==> src/rtl/v64_pkg.sv <==
package v64_pkg;
  localparam int unsigned HOST_AW = 24;               // host byte address width
  localparam int unsigned MEM_AW  = 23;               // 8 MB physical space
  localparam int unsigned LEN_W   = 24;               // byte length width
  localparam int unsigned DW      = 32;               // beat / bank word width
  localparam int unsigned LANES   = DW / 8;
  localparam int unsigned OFF_W   = $clog2(LANES);    // lane index width
  localparam int unsigned WORD_W  = MEM_AW - OFF_W;   // 32-bit word index width
  localparam int unsigned BANK_AW = WORD_W - 1;       // word address inside one bank

  typedef struct packed {
    logic               bank;
    logic [BANK_AW-1:0] waddr;
    logic [OFF_W-1:0]   lane;
  } phys_t;
endpackage

==> src/rtl/v64_addr_xlat.sv <==
module v64_addr_xlat
  import v64_pkg::*;
(
  input  logic [MEM_AW-1:0] byte_addr,
  output phys_t             phys
);
  // the bit just above the lane index picks the bank; the rest shifts down one
  always_comb begin
    phys.bank  = byte_addr[OFF_W];
    phys.waddr = byte_addr[MEM_AW-1:OFF_W+1];
    phys.lane  = byte_addr[OFF_W-1:0];
  end
endmodule

==> src/rtl/v64_span_clamp.sv <==
module v64_span_clamp
  import v64_pkg::*;
(
  input  logic [MEM_AW-1:0] base,
  input  logic [LEN_W-1:0]  req_len,
  output logic [LEN_W-1:0]  eff_len
);
  localparam logic [LEN_W-1:0] SPACE_TOP = LEN_W'(1) << MEM_AW;

  logic [LEN_W-1:0] room;

  always_comb begin
    room    = SPACE_TOP - {{(LEN_W-MEM_AW){1'b0}}, base};
    eff_len = (req_len > room) ? room : req_len;
  end
endmodule

==> src/rtl/v64_lane_plan.sv <==
module v64_lane_plan
  import v64_pkg::*;
(
  input  logic [OFF_W-1:0] lo,
  input  logic [LEN_W-1:0] rem,
  output logic [LANES-1:0] be,
  output logic [OFF_W:0]   nbytes,
  output logic             last
);
  logic [OFF_W:0] avail;
  logic [OFF_W:0] hi_ex;

  always_comb begin
    avail  = (OFF_W+1)'(LANES) - {1'b0, lo};
    last   = rem <= {{(LEN_W-OFF_W-1){1'b0}}, avail};
    nbytes = last ? rem[OFF_W:0] : avail;
    hi_ex  = {1'b0, lo} + nbytes;
  end

  for (genvar g = 0; g < LANES; g++) begin : g_lane
    assign be[g] = ({1'b0, lo} <= (OFF_W+1)'(g)) && ((OFF_W+1)'(g) < hi_ex);
  end
endmodule

==> src/rtl/v64_stream_writer.sv <==
module v64_stream_writer
  import v64_pkg::*;
(
  input  logic               clk,
  input  logic               rst_n,
  input  logic               start,
  input  logic [HOST_AW-1:0] start_addr,
  input  logic [LEN_W-1:0]   start_len,
  input  logic [DW-1:0]      in_data,
  input  logic               in_valid,
  output logic               in_ready,
  output logic               mem_we,
  output logic               mem_bank,
  output logic [BANK_AW-1:0] mem_waddr,
  output logic [DW-1:0]      mem_wdata,
  output logic [LANES-1:0]   mem_be,
  output logic               done,
  input  logic [HOST_AW-1:0] xlat_addr,
  output logic [MEM_AW-1:0]  xlat_phys
);
  logic [MEM_AW-1:0] base_masked;
  logic [LEN_W-1:0]  len_eff;
  logic              active;
  logic [WORD_W-1:0] wptr;
  logic [OFF_W-1:0]  lo;
  logic [LEN_W-1:0]  rem;
  logic [LANES-1:0]  beat_be;
  logic [OFF_W:0]    beat_n;
  logic              beat_last;
  phys_t             xlat_res;
  logic              unused_hi;

  assign base_masked = start_addr[MEM_AW-1:0];
  assign unused_hi   = ^{start_addr[HOST_AW-1:MEM_AW], xlat_addr[HOST_AW-1:MEM_AW]};

  v64_addr_xlat u_xlat (
    .byte_addr (xlat_addr[MEM_AW-1:0]),
    .phys      (xlat_res)
  );
  assign xlat_phys = xlat_res;

  v64_span_clamp u_clamp (
    .base    (base_masked),
    .req_len (start_len),
    .eff_len (len_eff)
  );

  v64_lane_plan u_plan (
    .lo     (lo),
    .rem    (rem),
    .be     (beat_be),
    .nbytes (beat_n),
    .last   (beat_last)
  );

  assign in_ready = active;

  always_ff @(posedge clk or negedge rst_n) begin
    if (!rst_n) begin
      active    <= 1'b0;
      wptr      <= '0;
      lo        <= '0;
      rem       <= '0;
      mem_we    <= 1'b0;
      mem_bank  <= 1'b0;
      mem_waddr <= '0;
      mem_wdata <= '0;
      mem_be    <= '0;
      done      <= 1'b0;
    end else begin
      mem_we <= 1'b0;
      done   <= 1'b0;
      if (active) begin
        if (in_valid) begin
          mem_we    <= 1'b1;
          mem_bank  <= wptr[0];
          mem_waddr <= wptr[WORD_W-1:1];
          mem_wdata <= in_data;
          mem_be    <= beat_be;
          wptr      <= wptr + WORD_W'(1);
          lo        <= '0;
          rem       <= rem - LEN_W'(beat_n);
          if (beat_last) begin
            active <= 1'b0;
            done   <= 1'b1;
          end
        end
      end else if (start) begin
        if (len_eff == '0) begin
          done <= 1'b1;
        end else begin
          active <= 1'b1;
          wptr   <= base_masked[MEM_AW-1:OFF_W];
          lo     <= base_masked[OFF_W-1:0];
          rem    <= len_eff;
        end
      end
    end
  end
endmodule

==> config.mk <==
export PLATFORM = sky130hd
export DESIGN_NAME = v64_stream_writer
export DESIGN_NICKNAME = d
export VERILOG_FILES = /design/src/rtl/v64_pkg.sv /design/src/rtl/v64_addr_xlat.sv /design/src/rtl/v64_span_clamp.sv /design/src/rtl/v64_lane_plan.sv /design/src/rtl/v64_stream_writer.sv
export SDC_FILE = /design/constraint.sdc
export NUM_CORES = 1
export LEC_CHECK = 0
export ABC_CLOCK_PERIOD_IN_PS = 7900
export BUFFER_PORTS_ARGS = -buffer_cell sky130_fd_sc_hd__buf_4
export CAP_MARGIN = 30
export CORE_AREA = 2 2 134 136
export DETAILED_ROUTE_END_ITERATION = 12
export DIE_AREA = 0 0 136 138
export PLACE_DENSITY = 0.73
export SLEW_MARGIN = 20
export SYNTH_ARGS = -nofsm -noshare
export SYNTH_HDL_FRONTEND = slang
export SYNTH_SLANG_ARGS = --single-unit
==> constraint.sdc <==
create_clock -name clk -period 7.9 [get_ports clk]
set_clock_uncertainty 0.15 [all_clocks]
set_input_delay 1.58 -clock clk [delete_from_list [all_inputs] [get_ports clk]]
set_output_delay 1.58 -clock clk [all_outputs]
set_load 0.02 [all_outputs]
==> flow_summary.ini <==
[sta]
final_max_slew_viol_count = 0
min_period_ns = 6.19
fmax_mhz = 162
rsz0062_at_grt = false
fin_crit_sh_pct = 78.3
fin_setup_tns_ns = 0
tightest_slew_ns = 0.735
setup_viol = 0
fin_hold_ws_ns = 0.327
finalHoldViolCount = 0
slew-limit-headroom_pct = 50.6

[yosys]
synth_common_cells = 250 x nand2_1, 107 x dfrtp_1, 53 x o21ai_0
synth.most_common_cell = nand2_1
synth_ff_type = dfrtp_1
syn_area_per_cell_um2 = 8.36
async_flop_share_pct = 100
synth_seq_area_share_pct = 36.6
synth_fp_nets = 1022
yosys_register_bits = 107
synth_edf_count = 0
synth.yosys.warnings = 0
syn-cell-area_um2 = 7320
ys_types = 72
synth_largest_area_cell = dfrtp_1
syn_inst = 876
synth_top_area_share_pct = 36.6
netlist_top_cells_area = dfrtp_1 37%, nand2_1 13%, ha_1 6.2%, o21ai_0 3.6%, o221a_2 2.6%

[drt]
postRouteAntennaNets = 0
drc_errors = 0
wl_per_cell_um = 16.8
viasPerCell = 5.61
drt-pass1-iter-count = 5
wirelength_mm = 20.2
vias = 6770
drtIter0Drc = 599

[floorplanning]
rows = 49
die_h_um = 138
die-area_um2 = 18800
start_util_pct = 41.8
ios = 191
core_um2 = 17500
die_w_um = 136

[clock_tree]
cts_buffer_depth = 2
cts_root_buf = clkbuf_16
post_cts_resized = 0
clock_sinks = 107
post_cts_buffers = 0
insertion_delay_ns = 0.35
cts_made_buffers = 9
path_clk_slew_ns = 0.07
cts_tree = yes
cts_hold_buf = 0
htree_levels = 3

[cells_and_area]
drive_above_1_share_pct = 21.9
area_delta_synth_final_pct = 18.7
antenna_cells = 0
nNetsFinal = 1119

[global_route]
grt_max_degree = 70
overflow = 0
grt_pass1_vias = 6263
grt_pass1_wl_mm = 32.5
antenna_found_initial = 0
gr-usage-all-layers_pct = 21.5

[pwr]
switching_share_pct = 39.3
p_leak_nw = 4.14
power_density_nw_per_um2 = 251
ir_drop_v = 0.000112
switchingPower_uw = 857
cell_internal_pwr_mw = 1.32
clock_power_share_pct = 20.0
power.share.combinational_pct = 41.1
power_frac_seq_pct = 38.8

[setup_path]
cp-startpoint = start_addr[5]
cp_max_fo = 16
worstSetupStartpointType = primary input
path_class = primary input to flop
required_ns = 8.03
regToRegStartpoint = rem[7]
cp.arrival_ns = 6.32
crit_path_end_kind = flop

[place]
port_buffers = 142
gp_congestion = 0.874
dp_hpwl_mm = 15.1

[worst_hold_path]
hold_class = flop to flop
hp-start = mem_waddr[18]

[outcome]
outcome = finished, final reports clean

[run]
drv_cap = 0
==> power groups by stage <==
| stage | combinational [mW] | sequential (mW) | clock, mW |
|---|---|---|---|
| global route | 0.995 | 0.869 | 0.471 |
| detailed placement | 0.894 | 0.854 | 0 |
| floorplan | 0.540 | 0.904 | 0 |
| finish | 0.897 | 0.847 | 0.436 |
| CTS | 0.899 | 0.845 | 0.444 |
| global placement | 0.873 | 0.848 | 0 |
==> cell type report <==
class	count	area, µm²
inverters	23	86.3
repair buffers	153	1170
flip-flops and latches	107	2680
well taps	229	287
fillers	1687	8840
clock inverters	5	45.0
multi-input cells	679	4180
clock buffers	10	239
==> metrics by stage <==
stage | setup WS (ns) | instances | util, % | instance area, µm² | power [mW]
after floorplan | 2.51 | 876 | - | 7320 | 1.44
after global placement | 1.13 | 1189 | 47.7 | 8370 | 1.72
after detailed placement | 1.12 | 1189 | 47.7 | 8370 | 1.75
after CTS | 1.49 | 1204 | 49.3 | 8650 | 2.19
after global routing | 1.31 | 1206 | 49.6 | 8690 | 2.34
final | 1.71 | 1206 | 49.6 | 8690 | 2.18
==> cell families (layout without fill, tap and decap cells) <==
family                     after synthesis  in the layout  share of synthesized area [%]
AOI/OAI and AO/OA                      162            162                           16.1
and+or+nand+nor                        430            430                           27.7
xor gates and xnor gates                21             21                           2.51
muxes                                   28             28                           4.02
adders and majority gates               38             38                           6.70
buffers and inverters                   90            191                           6.34
DFF                                    107            107                           36.6
==> critical path, cell delays in order <==
cell	delay, ns
buf_4	0.14
nor4_4	0.43
nand2_1	0.36
or4_4	0.58
nor2_1	0.13
xor2_1	0.24
ha_1	0.20
nand4_1	0.14
nor4_1	0.44
inv_1	0.07
o211ai_1	0.32
and2_1	0.50
a31oi_4	0.31
nand2_1	0.40
buf_6	0.24
o221a_2	0.20
==> flip-flops by register name (all words and copies together) (netlist names) <==
name,cells
done,1
in_ready,1
lo,2
mem_bank,1
mem_be,4
mem_waddr,20
mem_wdata,32
mem_we,1
rem,24
wptr,21
==> placed cells by master, fill, tap and decap left out, drive strengths merged, types with 3 or more instances in the layout <==
cell | Yosys | layout
nand2 | 250 | 250
clkinv | 3 | 4
or3 | 3 | 3
nor2b | 8 | 8
or4 | 9 | 9
nor3 | 21 | 21
and4 | 7 | 7
o221a | 24 | 24
mux2 | 11 | 11
a221o | 9 | 9
a31oi | 6 | 6
nand4 | 10 | 10
nand3 | 29 | 29
nor4 | 19 | 19
ha | 36 | 36
and3 | 14 | 14
nor2 | 40 | 40
o21ai | 54 | 54
o221ai | 3 | 3
mux2i | 17 | 17
a211oi | 11 | 11
clkbuf | 28 | 10
buf | 39 | 153
o31ai | 6 | 6
a221oi | 4 | 4
inv | 20 | 23
a21oi | 23 | 23
xor2 | 11 | 11
o211ai | 3 | 3
or2 | 5 | 5
xnor2 | 10 | 10
o22ai | 4 | 4
and4b | 3 | 3
dfrtp | 107 | 107
==> routing by layer <==
metal | GRT usage (%) | routed length [µm] | up-vias
li1 | - | - | 3296
met1 | 31.2 | 9230 | 3161
met2 | 32.1 | 8780 | 285
met3 | 3.63 | 1640 | 28
met4 | 8.06 | 582 | 0
met5 | 0 | 0 | -
==> final timing paths <==
| check | to | slack, ns | depth (start not counted) |
|---|---|---|---|
| setup / recovery | rem[3] | 1.71 | 16 |
| hold / removal | mem_waddr[18] | 0.33 | 2 |
| setup reg to reg | rem[22] | 2.94 | 14 |
| hold reg to reg | mem_waddr[18] | 0.33 | 2 |
| max in group asynchronous | wptr[3] | 5.61 | 3 |
| min in group asynchronous | mem_wdata[3] | 1.05 | 1 |
Power figures use the tool's default switching activity.
